<file path="config.mk">
export PLATFORM = sky130hd
export DESIGN_NAME = rst_supervisor
export DESIGN_NICKNAME = d
export VERILOG_FILES = /design/src/rtl/rst_sup_pkg.sv /design/src/rtl/rst_hold_timer.sv /design/src/rtl/wd_timer.sv /design/src/rtl/rst_supervisor.sv
export SDC_FILE = /design/constraint.sdc
export NUM_CORES = 1
export LEC_CHECK = 0
export BUFFER_PORTS_ARGS = -buffer_cell sky130_fd_sc_hd__clkbuf_2
export CORE_ASPECT_RATIO = 0.9
export CORE_MARGIN = 2
export CORE_UTILIZATION = 55
export CTS_CLUSTER_SIZE = 16
export DETAILED_ROUTE_END_ITERATION = 8
export HOLD_SLACK_MARGIN = 0.08
export PLACE_DENSITY_LB_ADDON = 0.25
export SYNTH_ARGS = -nofsm -noshare
export SYNTH_HDL_FRONTEND = slang
export SYNTH_SLANG_ARGS = --single-unit
</file>
<file path="constraint.sdc">
create_clock -name clk -period 7.4 [get_ports clk]
set_input_delay 0.37 -clock clk [delete_from_list [all_inputs] [get_ports clk]]
set_output_delay 0.37 -clock clk [all_outputs]
set_load 0.05 [all_outputs]
</file>
<file path="src/rtl/rst_sup_pkg.sv">
// Package: code-to-time tables shared by the reset hold timer and watchdog.
// Assumes: codes are 2-bit; the watchdog value 0 means the watchdog is off.
package rst_sup_pkg;

    localparam logic [1:0] WD_OFF_CODE = 2'b11;
    localparam int unsigned HOLD_MS_MAX = 800;
    localparam int unsigned WD_MS_MAX   = 1400;

    // Reset hold time in milliseconds for a hold code.
    function automatic int unsigned hold_ms(input logic [1:0] code);
        case (code)
            2'b00:   return 50;
            2'b01:   return 200;
            2'b10:   return 400;
            default: return 800;
        endcase
    endfunction

    // Watchdog period in milliseconds for a watchdog code (0 = off).
    function automatic int unsigned wd_ms(input logic [1:0] code);
        case (code)
            2'b00:   return 1400;
            2'b01:   return 200;
            2'b10:   return 25;
            default: return 0;
        endcase
    endfunction

endpackage

</file>
<file path="src/rtl/rst_hold_timer.sv">
// Module: rst_hold_timer
// Keeps the reset active while a cause is present and for a code-selected
// number of cycles afterwards. The code is captured on every cause cycle, so
// the value present on the last cause cycle decides the length.
// Assumes: cause is synchronous to clk; TICKS_PER_MS >= 1.
module rst_hold_timer #(
    parameter int unsigned TICKS_PER_MS = 1000
) (
    input  logic       clk,
    input  logic       rst_n,
    input  logic       cause,
    input  logic [1:0] pup_sel,
    output logic       active
);
    import rst_sup_pkg::*;

    localparam int unsigned MAX_TICKS = HOLD_MS_MAX * TICKS_PER_MS;
    localparam int unsigned CW        = $clog2(MAX_TICKS + 1);

    logic [CW-1:0] cnt_q;
    logic [1:0]    code_q;
    logic [CW-1:0] lim;

    // Hold length in cycles for the captured code.
    always_comb lim = CW'(hold_ms(code_q) * TICKS_PER_MS);

    // Restart the hold on any cause; otherwise count down the hold.
    always_ff @(posedge clk) begin
        if (!rst_n || cause) begin
            active <= 1'b1;
            cnt_q  <= '0;
            code_q <= pup_sel;
        end else if (active) begin
            if (cnt_q == lim - CW'(1)) begin
                active <= 1'b0;
                cnt_q  <= '0;
            end else begin
                cnt_q <= cnt_q + CW'(1);
            end
        end
    end


    hold_bound_chk: assert property (@(posedge clk) disable iff (!rst_n)
        active |-> (cnt_q < lim));


    hold_code_kept_chk: assert property (@(posedge clk) disable iff (!rst_n)
        (active && !cause) |=> $stable(code_q));

endmodule

</file>
<file path="src/rtl/wd_timer.sv">
// Module: wd_timer
// Watchdog counter. A kick or an active hold restarts it and captures the
// period code. Expiry is flagged combinationally and as a registered pulse.
// Assumes: hold is high whenever the system reset is asserted.
module wd_timer #(
    parameter int unsigned TICKS_PER_MS = 1000
) (
    input  logic       clk,
    input  logic       rst_n,
    input  logic       hold,
    input  logic       kick,
    input  logic [1:0] wd_sel,
    output logic       expire,
    output logic       fault
);
    import rst_sup_pkg::*;

    localparam int unsigned MAX_TICKS = WD_MS_MAX * TICKS_PER_MS;
    localparam int unsigned CW        = $clog2(MAX_TICKS + 1);

    logic [CW-1:0] cnt_q;
    logic [1:0]    code_q;
    logic [CW-1:0] period;
    logic          enabled;

    // Period in cycles and enable for the captured code.
    always_comb begin
        period  = CW'(wd_ms(code_q) * TICKS_PER_MS);
        enabled = (code_q != WD_OFF_CODE);
    end

    // Expiry when the last cycle of the period is reached with no restart.
    always_comb expire = !hold && !kick && enabled && (cnt_q == period - CW'(1));

    // Restart, expire or advance the watchdog count.
    always_ff @(posedge clk) begin
        if (!rst_n) begin
            cnt_q  <= '0;
            code_q <= wd_sel;
            fault  <= 1'b0;
        end else begin
            fault <= expire;
            if (hold || kick) begin
                cnt_q  <= '0;
                code_q <= wd_sel;
            end else if (expire) begin
                cnt_q <= '0;
            end else if (enabled) begin
                cnt_q <= cnt_q + CW'(1);
            end
        end
    end


    fault_pulse_chk: assert property (@(posedge clk) disable iff (!rst_n)
        fault |=> !fault);


    no_count_in_hold_chk: assert property (@(posedge clk) disable iff (!rst_n)
        hold |=> (cnt_q == '0) && !fault);


    wd_off_frozen_chk: assert property (@(posedge clk) disable iff (!rst_n)
        (code_q == WD_OFF_CODE && !hold && !kick) |=> ($stable(cnt_q) && !fault));


    kick_clear_chk: assert property (@(posedge clk) disable iff (!rst_n)
        (kick && !hold) |=> (cnt_q == '0) && !fault);

endmodule

</file>
<file path="src/rtl/rst_supervisor.sv">
// Module: rst_supervisor (top)
// Combines the reset hold timer and the watchdog. The reset output is low
// while the hold is active or manual reset is requested. Watchdog expiry and
// manual reset both restart the hold.
// Assumes: mr, kick and the selects are synchronous to clk.
module rst_supervisor #(
    parameter int unsigned TICKS_PER_MS = 1000
) (
    input  logic       clk,
    input  logic       rst_n,
    input  logic       kick,
    input  logic [1:0] pup_sel,
    input  logic [1:0] wd_sel,
    input  logic       mr,
    output logic       sys_rst_n,
    output logic       wd_fault
);
    logic hold_active;
    logic in_reset;
    logic wd_expire;
    logic hold_cause;

    // Reset causes after power-on: manual request or watchdog expiry.
    always_comb begin
        hold_cause = mr || wd_expire;
        in_reset   = hold_active || mr;
        sys_rst_n  = !in_reset;
    end

    rst_hold_timer #(.TICKS_PER_MS(TICKS_PER_MS)) u_hold (
        .clk     (clk),
        .rst_n   (rst_n),
        .cause   (hold_cause),
        .pup_sel (pup_sel),
        .active  (hold_active)
    );

    wd_timer #(.TICKS_PER_MS(TICKS_PER_MS)) u_wd (
        .clk     (clk),
        .rst_n   (rst_n),
        .hold    (in_reset),
        .kick    (kick),
        .wd_sel  (wd_sel),
        .expire  (wd_expire),
        .fault   (wd_fault)
    );


    por_hold_chk: assert property (@(posedge clk)
        !rst_n |=> (!sys_rst_n && !wd_fault));


    fault_starts_rst_chk: assert property (@(posedge clk) disable iff (!rst_n)
        wd_fault |-> hold_active);


    mr_starts_hold_chk: assert property (@(posedge clk) disable iff (!rst_n)
        mr |=> hold_active);

endmodule

</file>
==> flow_summary.json, run 1 <==
{
  "status": "complete, no violations",
  "fin_crit_sh_pct": 37.41,
  "fin_util_pct": 61.92,
  "synth_area_leader_cell": "dfxtp_1",
  "crit_path_end_kind": "register",
  "synth_edf_count": 4,
  "grt_max_degree": 24,
  "dp_hpwl_um": 3777,
  "ios": 10,
  "insertedDiodeCount": 0,
  "grt_usage_pct": 20.48,
  "crit_fanout": 23,
  "synth-seq-cells": 47,
  "h-tree-depth": 2,
  "gp_congestion": 0.8373,
  "fillers": 422,
  "ys_seq_area_share_pct": 37.00,
  "synth_area_um2": 2651,
  "multi_input_area_um2": 1579,
  "gr-total-overflow": 0,
  "yosys_most_used_dff": "dfxtp_1",
  "finalMaxSlewViolations": 0,
  "critPathLaunchType": "register",
  "required_ns": 7.33,
  "cp_top_family": "simple AND/OR/NAND/NOR gates",
  "numCtsBuffers": 5,
  "cts_setup_buffers": 0,
  "tightest_slew_ns": 0.9743,
  "clock_latency_ns": 0.30,
  "grt_pass1_vias": 1908,
  "dr.pass1.iters": 4,
  "slew_headroom_pct": 34.44,
  "skew_ns": 0.006027,
  "synthTopCellsByArea": "dfxtp_1, xor2_1, ha_1",
  "synth_nets": 333,
  "start_util_pct": 58.31,
  "cp_num_buf_inv": 0,
  "path_cells": "ha_1, and4b_1, o2111ai_1, or4_1, nand3b_1",
  "drive_above_1_share_pct": 6.646,
  "layout_min_cycle_time_ns": 2.768,
  "pre_cts_slack_ns": 4.595,
  "num_rows": 23,
  "drt-wirelength-per-cell_um": 13.60,
  "postSynthAreaPerCell_um2": 8.580,
  "nNetsFinal": 339,
  "die_height_um": 69.87,
  "max_freq_ghz": 0.3613,
  "synthArstFlopShare_pct": 0,
  "drt-total-wl_um": 5142,
  "area_delta_synth_final_pct": 6.182,
  "seqCellArea_um2": 980.9,
  "cp_slowest_cell": "nand3b_1",
  "cts_resized": 0,
  "core_um2": 4547,
  "port_buffers": 9,
  "syn_inst": 309,
  "tns_ns": 0,
  "holdBufCountCts": 0,
  "cts.sinks": 47,
  "yosysWarnings": 0,
  "setup_violations": 0,
  "maxCapViolations": 0,
  "final.setup.worst_slack_ns": 4.632,
  "routed_via_density": 5.513,
  "synthTopCellsByCount": "dfxtp_1, nor2_1, nand2_1",
  "setup.worst_path.class": "register to register",
  "dieArea_um2": 5393,
  "synth_top_area_share_pct": 32.47,
  "vias": 2084,
  "cts_root_buf": "clkbuf_8",
  "powerDensity_nw_per_um2": 166.1,
  "antenna_left": 0,
  "min_path_type": "input pin to register",
  "finalHoldViolCount": 0,
  "leakage_nw": 1.002,
  "dieWidth_um": 77.19,
  "netlist-cell-type-count": 43,
  "vdd_drop_max_mv": 0.1249,
  "clk_pin_slew_ns": 0.08,
  "worst_path_largest_cell_delay_ns": 0.66,
  "grt_pass1_wl_um": 9039,
  "drtIter0Drc": 141,
  "clock_path_buffers": 2,
  "antenna_found_initial": 0,
  "rsz0062_at_grt": "no",
  "drc": 0,
  "cts_tree": "yes",
  "worstPathArrival_ns": 2.70
}
==> placed cells by master (no fill, tap or decap), drive strengths merged, types with 3 or more instances in the layout <==
master	Yosys	final
xnor2	21	21
nand4	9	9
a21oi	6	6
xor2	23	23
nand3	13	13
nor3	19	19
nor4b	3	3
nand2	26	26
nor4	5	5
ha	16	16
o22ai	4	4
and3	8	8
clkbuf	5	16
dfxtp	43	43
nor2	43	43
inv	11	11
edfxtp	4	4
and4b	4	4
o211ai	4	4
nor2b	3	3
o21ai	4	4
nand2b	8	8
==> power breakdown <==
group          total [mW]  leakage, nW  switching (mW)  internal, mW
logic              0.0478        0.566          0.0276        0.0202
registers           0.261        0.388         0.00299         0.258
clock network       0.158       0.0482          0.0830        0.0755
total               0.468         1.00           0.114         0.354
==> flip-flops by register name, indices dropped and copies added, names as in the netlist <==
signal         flops
u_wd.fault         1
u_wd.cnt_q        21
u_hold.active      1
u_hold.cnt_q      20
u_hold.code_q      2
u_wd.code_q        2
==> routing by layer <==
metal | global-route usage (%) | part of all wire (%) | wire [um] | vias up
li1 | - | - | - | 1083
met5 | 0 | 0 | 0 | -
met2 | 28.31 | 40 | 2064 | 34
met3 | 3.488 | 3.5 | 178 | 6
met1 | 32.16 | 55 | 2843 | 961
met4 | 6.151 | 1.1 | 55 | 0
==> per-stage QoR <==
step	power, mW	area, um^2	instances	hold slack [ns]
after floorplan	0.3046	2651	309	0.4689
after global placement	0.3135	2724	370	0.5016
after detailed placement	0.3153	2724	370	0.5055
after CTS	0.4720	2815	378	0.2356
after global routing	0.4875	2815	378	0.2353
final	0.4676	2815	378	0.2426
==> cell type report <==
| class | count | area share, % |
|---|---|---|
| Clock buffer | 7 | 3.067 |
| Clock inverter | 1 | 0.1778 |
| Inverter | 11 | 1.467 |
| Multi-Input combinational cell | 241 | 56.09 |
| Sequential cell | 47 | 34.84 |
| Tap cell | 62 | 2.756 |
| Timing Repair Buffer | 9 | 1.600 |
==> worst paths after layout <==
path	start	end	slack, ns	depth (start not counted)
worst min register to register	u_hold.cnt_q[1]$_SDFFE_PP0P_	u_hold.cnt_q[1]$_SDFFE_PP0P_	0.52	2
worst max register to register	u_wd.code_q[0]$_DFFE_PP_	u_hold.code_q[1]$_DFFE_PP_	4.63	5
worst max-delay path	u_wd.code_q[0]$_DFFE_PP_	u_hold.code_q[1]$_DFFE_PP_	4.63	5
worst min-delay path	pup_sel[0]	u_hold.code_q[0]$_DFFE_PP_	0.24	1
==> cell families after synthesis <==
| group | count (synthesis) | share of synthesized area [%] |
|---|---|---|
| compound gates | 26 | 6.702 |
| simple gates | 153 | 29.68 |
| mux | 2 | 0.8023 |
| xor+xnor | 44 | 14.82 |
| flops | 47 | 37.00 |
| buf+inv | 21 | 3.445 |
| fa+ha+maj | 16 | 7.551 |
(Power assumes the default switching activity.)
==> run 2: changes to the inputs <==
==> constraint.sdc (replaced) <==
create_clock -name clk -period 2.4 [get_ports clk]
set_input_delay 0.12 -clock clk [delete_from_list [all_inputs] [get_ports clk]]
set_output_delay 0.12 -clock clk [all_outputs]
set_load 0.05 [all_outputs]
==> run 2 against run 1 <==
Compared with the run above:
- fmax rose by 19%
- sequential cell count did not move
- first-iteration DRC count is 26% lower
- routed wire length is 5.2% higher
- total power grew to 3.2 times the previous value
- sequential power rose to 3.1 times the previous value
- worst hold slack worse by 0.064 ns
- global-route usage rose by 1.0 points
- register-to-register slack lost 4.6 ns
- critical path type unchanged
==> flow_summary.json, run 2 (synthesis results as in run 1) <==
{
  "min_path_type": "input pin to register",
  "clock_path_buffers": 2,
  "grt_pass1_wl_um": 9356,
  "antenna_left": 0,
  "drtIter0Drc": 105,
  "largest-register": "u_wd.cnt_q",
  "numCtsBuffers": 5,
  "h-tree-depth": 2,
  "dp_hpwl_um": 3904,
  "grt_max_degree": 19,
  "largest_register_ffs": 21,
  "setup.worst_path.class": "register to register",
  "cp-startpoint": "u_hold.code_q[0]$_DFFE_PP_",
  "mostFrequentLayoutCells": "nor2_1, dfxtp_1, nand2_1",
  "max_freq_ghz": 0.4311,
  "finalHoldViolCount": 0,
  "ff2ff_setup_slack_ns": 0.08,
  "reg_top3": "u_wd.cnt_q (21), u_hold.cnt_q (20)",
  "vias": 2190,
  "leakage_nw": 1.115,
  "finalMaxSlewViolations": 0,
  "min_to": "u_wd.code_q[0]$_DFFE_PP_",
  "drt-wirelength-per-cell_um": 13.46,
  "drive_above_1_share_pct": 14.41,
  "nNetsFinal": 363,
  "insertedDiodeCount": 0,
  "dieWidth_um": 77.19,
  "fin_util_pct": 67.39,
  "crit_path_end_kind": "register",
  "core_um2": 4547,
  "reg2reg_to": "u_hold.cnt_q[19]$_SDFFE_PP0P_",
  "ios": 10,
  "num_rows": 23,
  "slew_headroom_pct": 71.52,
  "powerDensity_nw_per_um2": 486.7,
  "status": "complete, no violations",
  "clock_latency_ns": 0.30,
  "path_cells": "buf_4, ha_1, nand2_1, or3b_1, a32oi_2, xnor2_2, and4b_2, nor3_1",
  "worstPathArrival_ns": 2.54,
  "port_buffers": 9,
  "grt_usage_pct": 21.52,
  "gr-total-overflow": 0,
  "die_height_um": 69.87,
  "antenna_found_initial": 0,
  "drc": 0,
  "maxCapViolations": 0,
  "drt-total-wl_um": 5410,
  "cts_tree": "yes",
  "hold_start": "kick",
  "grt_pass1_vias": 2063,
  "tightest_slew_ns": 0.4234,
  "fillers": 388,
  "pre_cts_slack_ns": 0.003759,
  "rr_worst_depth": 8,
  "skew_ns": 0.006177,
  "fin_crit_sh_pct": 96.65,
  "dr.pass1.iters": 4,
  "layout_min_cycle_time_ns": 2.320,
  "start_util_pct": 58.31,
  "worst_path_largest_cell_delay_ns": 0.48,
  "required_ns": 2.62,
  "r2r-start": "u_hold.code_q[0]$_DFFE_PP_",
  "critPathLaunchType": "register",
  "gp_congestion": 0.8185,
  "cp_slowest_cell": "edfxtp_1",
  "cts_root_buf": "clkbuf_8",
  "rsz0062_at_grt": "yes",
  "final.setup.worst_slack_ns": 0.08031,
  "area_delta_synth_final_pct": 15.57,
  "cts.sinks": 47,
  "crit_fanout": 6,
  "clk_pin_slew_ns": 0.09,
  "setup_violations": 0,
  "hold_path_depth": 3,
  "vdd_drop_max_mv": 0.4052,
  "dieArea_um2": 5393,
  "routed_via_density": 5.448
}
## run 2: cell types whose count changed in the layout (fill, tap and decap cells not counted), moves of 2 or more
cell	change
buf_4	+16
dlygate4sd3_1	+5
ha_1	-2
buf_6	+2
inv_2	+2
nor3_2	+3
nor3_1	-3
inv_1	-2
## run 2: how the worst max path moves through the flow
stage          slack (ns)                             to
6_report             0.08  u_hold.cnt_q[19]$_SDFFE_PP0P_
5_1_grt             -0.05  u_hold.cnt_q[19]$_SDFFE_PP0P_
4_1_cts             0.002     u_hold.code_q[1]$_DFFE_PP_
3_5_place_dp        0.004  u_hold.cnt_q[14]$_SDFFE_PP0P_
3_3_place_gp         0.06     u_hold.code_q[0]$_DFFE_PP_
2_1_floorplan        0.02  u_hold.cnt_q[10]$_SDFFE_PP0P_
## run 2: repair_timing
item | 4_1_cts | 5_1_grt
hold buffers | 5 | 0
pin swaps | 0 | 3
endpoints found under the setup margin | 11 | 44
resized for setup | 1 | 11
buffers inserted | 0 | 3
cloned | 0 | 1
endpoints found under the hold margin | 5 | 0
## run 2: per-stage QoR
stage                     cell area (um^2)  cells  hold slack [ns]  TNS, ns  power, mW
after floorplan                       2654    309           0.2189        0     0.9402
final                                 3064    402           0.1791        0      1.491
after CTS                             2985    398           0.1693        0      1.489
after global placement                2839    385           0.3006        0     0.9888
after detailed placement              2839    385           0.3021        0     0.9929
after global routing                  3064    402           0.1858  -0.4179      1.565
## run 2: critical path: cells and delay by family, from the launching register on
family	cells	cell delay (ns)
DFF	1	0.48
xor gates and xnor gates	1	0.17
adders and majority gates	1	0.25
and+or+nand+nor	4	0.95
buffers and inverters	1	0.18
AOI/OAI and AO/OA	1	0.22
## run 2: power breakdown
part           internal, mW  switching [mW]
clock network         0.230           0.260
registers             0.797         0.00892
logic                0.0976          0.0978
total                  1.12           0.367
## run 2: layout make-up
cell class / instances / area [um^2] / area share (%)
flip-flops and latches: 47 / 980.9 / 32.01
inverters: 11 / 41.29 / 1.347
well taps: 62 / 77.57 / 2.532
clock inverters: 2 / 11.26 / 0.3675
multi-input cells: 242 / 1633 / 53.29
repair buffers: 32 / 237.7 / 7.758
clock buffers: 6 / 82.58 / 2.695
## run 2: routing by layer
metal,vias to the layer above,track usage (%),wire length [um]
met3,2,5.168,267
li1,1136,-,-
met1,1008,31.53,2829
met4,0,6.349,19
met2,44,31.40,2293
met5,-,0,0
==> run 3: changes to the inputs <==
--- a/config.mk
+++ b/config.mk
@@ -12,7 +12,7 @@
 export CTS_CLUSTER_SIZE = 16
 export DETAILED_ROUTE_END_ITERATION = 8
 export HOLD_SLACK_MARGIN = 0.08
-export PLACE_DENSITY_LB_ADDON = 0.25
+export PLACE_DENSITY = 0.73
 export SYNTH_ARGS = -nofsm -noshare
 export SYNTH_HDL_FRONTEND = slang
 export SYNTH_SLANG_ARGS = --single-unit
==> run 3 against run 2 <==
Compared with the run above:
- non-clock buffer count increased by 2
- sequential power about the same
- clock-buffer cell count unchanged
- cell area increased by 3.9%
- utilization increased by 2.6 points
- global-route usage decreased by 0.91 points
- fmax decreased by 0.94%
- worst setup slack got worse by 0.022 ns
- largest cell class unchanged
==> flow_summary.json, run 3 (synthesis results as in run 1) <==
{
  "fin_crit_sh_pct": 97.57,
  "gr-total-overflow": 0,
  "required_ns": 2.63,
  "mostFrequentLayoutCells": "dfxtp_1, nor2_1, nand2_1",
  "grt_usage_pct": 20.60,
  "crit_path_end_kind": "register",
  "whs_ns": 0.08805,
  "p_clk_share_pct": 30.2,
  "clk_pin_slew_ns": 0.08,
  "leakage_nw": 1.163,
  "design_area_um2": 3184,
  "drt-wirelength-per-cell_um": 14.65,
  "dp_hpwl_um": 3794,
  "drive_above_1_share_pct": 17.25,
  "clock_path_buffers": 2,
  "final_common_cell": "dfxtp_1",
  "port_buffers": 9,
  "vdd_drop_max_mv": 0.3248,
  "drt-total-wl_um": 5919,
  "reg2reg_to": "u_hold.cnt_q[13]$_SDFFE_PP0P_",
  "clock_latency_ns": 0.30,
  "numCtsBuffers": 5,
  "vias": 2236,
  "finalMaxSlewViolations": 0,
  "cts_root_buf": "clkbuf_8",
  "status": "complete, no violations",
  "critPathLaunchType": "register",
  "area_delta_synth_final_pct": 20.10,
  "cts.sinks": 47,
  "pre_cts_slack_ns": -0.01494,
  "slew_headroom_pct": 66.52,
  "maxCapViolations": 0,
  "rsz0062_at_grt": "yes",
  "setup.worst_path.end": "u_hold.cnt_q[13]$_SDFFE_PP0P_",
  "core_um2": 4547,
  "p_sw_mw": 0.3768,
  "grt_pass1_vias": 2093,
  "die_height_um": 69.87,
  "ios": 10,
  "ff2ff_setup_slack_ns": 0.06,
  "cts_tree": "yes",
  "antenna_found_initial": 0,
  "layout_min_cycle_time_ns": 2.342,
  "p_sw_share_pct": 25.30,
  "h-tree-depth": 2,
  "num_rows": 23,
  "min_path_type": "input pin to register",
  "rr_worst_depth": 8,
  "reg_top3": "u_wd.cnt_q (21), u_hold.cnt_q (20)",
  "grt_max_degree": 24,
  "drtIter0Drc": 131,
  "crit_fanout": 6,
  "hold_path_depth": 3,
  "seq_power_share_pct": 54.0,
  "worstPathArrival_ns": 2.57,
  "skew_ns": 0.005300,
  "total_power_mw": 1.490,
  "setup.worst_path.class": "register to register",
  "dieArea_um2": 5393,
  "grt_pass1_wl_um": 9163,
  "largest-register": "u_wd.cnt_q",
  "tightest_slew_ns": 0.4952,
  "finalHoldViolCount": 0,
  "setup_violations": 0,
  "fin_util_pct": 70.03,
  "final.setup.worst_slack_ns": 0.05840,
  "start_util_pct": 58.31,
  "drc": 0,
  "powerDensity_nw_per_um2": 467.8,
  "routed_via_density": 5.535,
  "dieWidth_um": 77.19,
  "r2r-start": "u_hold.code_q[0]$_DFFE_PP_",
  "antenna_left": 0,
  "placedInstanceArea_um2": 2849,
  "largest_register_ffs": 21,
  "cp-startpoint": "u_hold.code_q[0]$_DFFE_PP_",
  "power.share.combinational_pct": 15.8,
  "dr.pass1.iters": 4,
  "max_freq_ghz": 0.4271,
  "insertedDiodeCount": 0,
  "gp_congestion": 0.8762,
  "nNetsFinal": 365,
  "internal-power_mw": 1.113
}
run 3: repair_timing:
| action | 4_1_cts | 5_1_grt |
|---|---|---|
| resized for setup | 0 | 24 |
| setup endpoints to repair | 13 | 24 |
| hold buffers | 4 | 0 |
| pin swaps | 0 | 7 |
| endpoints found under the hold margin | 4 | 0 |
| cloned | 0 | 3 |
| setup buffers | 1 | 5 |
run 3: power by group through the flow:
stage          logic, mW  clock network (mW)  registers (mW)
5_1_grt            0.256               0.491           0.806
2_1_floorplan      0.118                   0           0.822
3_3_place_gp       0.177                   0           0.823
4_1_cts            0.190               0.464           0.804
3_5_place_dp       0.180                   0           0.823
6_report           0.235               0.449           0.805
run 3: cell type report:
type / count / area, um^2
Timing Repair Buffer: 34 / 314.1
Multi-Input combinational cell: 242 / 1690
Inverter: 11 / 41.29
Tap cell: 62 / 77.57
Sequential cell: 47 / 980.9
Clock buffer: 6 / 72.57
Clock inverter: 2 / 7.507
Fill cell: 382 / 1363
run 3: per-layer routing:
layer | global-route usage [%] | vias to the layer above | wire length, um
li1 | - | 1137 | -
met1 | 25.84 | 1053 | 2658
met2 | 36.14 | 34 | 3026
met3 | 3.618 | 12 | 144
met4 | 6.151 | 0 | 89
met5 | 0 | - | 0
run 3: worst max-delay path: stages, from the launching register on:
cell and delay (ns):
edfxtp_1 0.46, buf_4 0.18, ha_4 0.15, xor2_1 0.14
or3b_1 0.42, a32oi_2 0.26, xnor2_2 0.16, and4b_2 0.31
nor3_1 0.18
run 3: stage by stage:
step	cells	TNS (ns)
floorplan	309	0
global placement	383	0
detailed placement	383	-0.1147
CTS	396	0
global route	404	-1.105
finish	404	0
run 3: worst min-delay path by stage:
stage / endpoint / slack (ns) / start
2_1_floorplan: u_hold.code_q[0]$_DFFE_PP_ / 0.22 / pup_sel[0]
3_3_place_gp: u_hold.code_q[0]$_DFFE_PP_ / 0.30 / pup_sel[0]
3_5_place_dp: u_hold.code_q[0]$_DFFE_PP_ / 0.31 / pup_sel[0]
4_1_cts: u_wd.fault$_SDFF_PN0_ / 0.08 / rst_n
5_1_grt: u_wd.fault$_SDFF_PN0_ / 0.11 / rst_n
6_report: u_wd.fault$_SDFF_PN0_ / 0.09 / rst_n
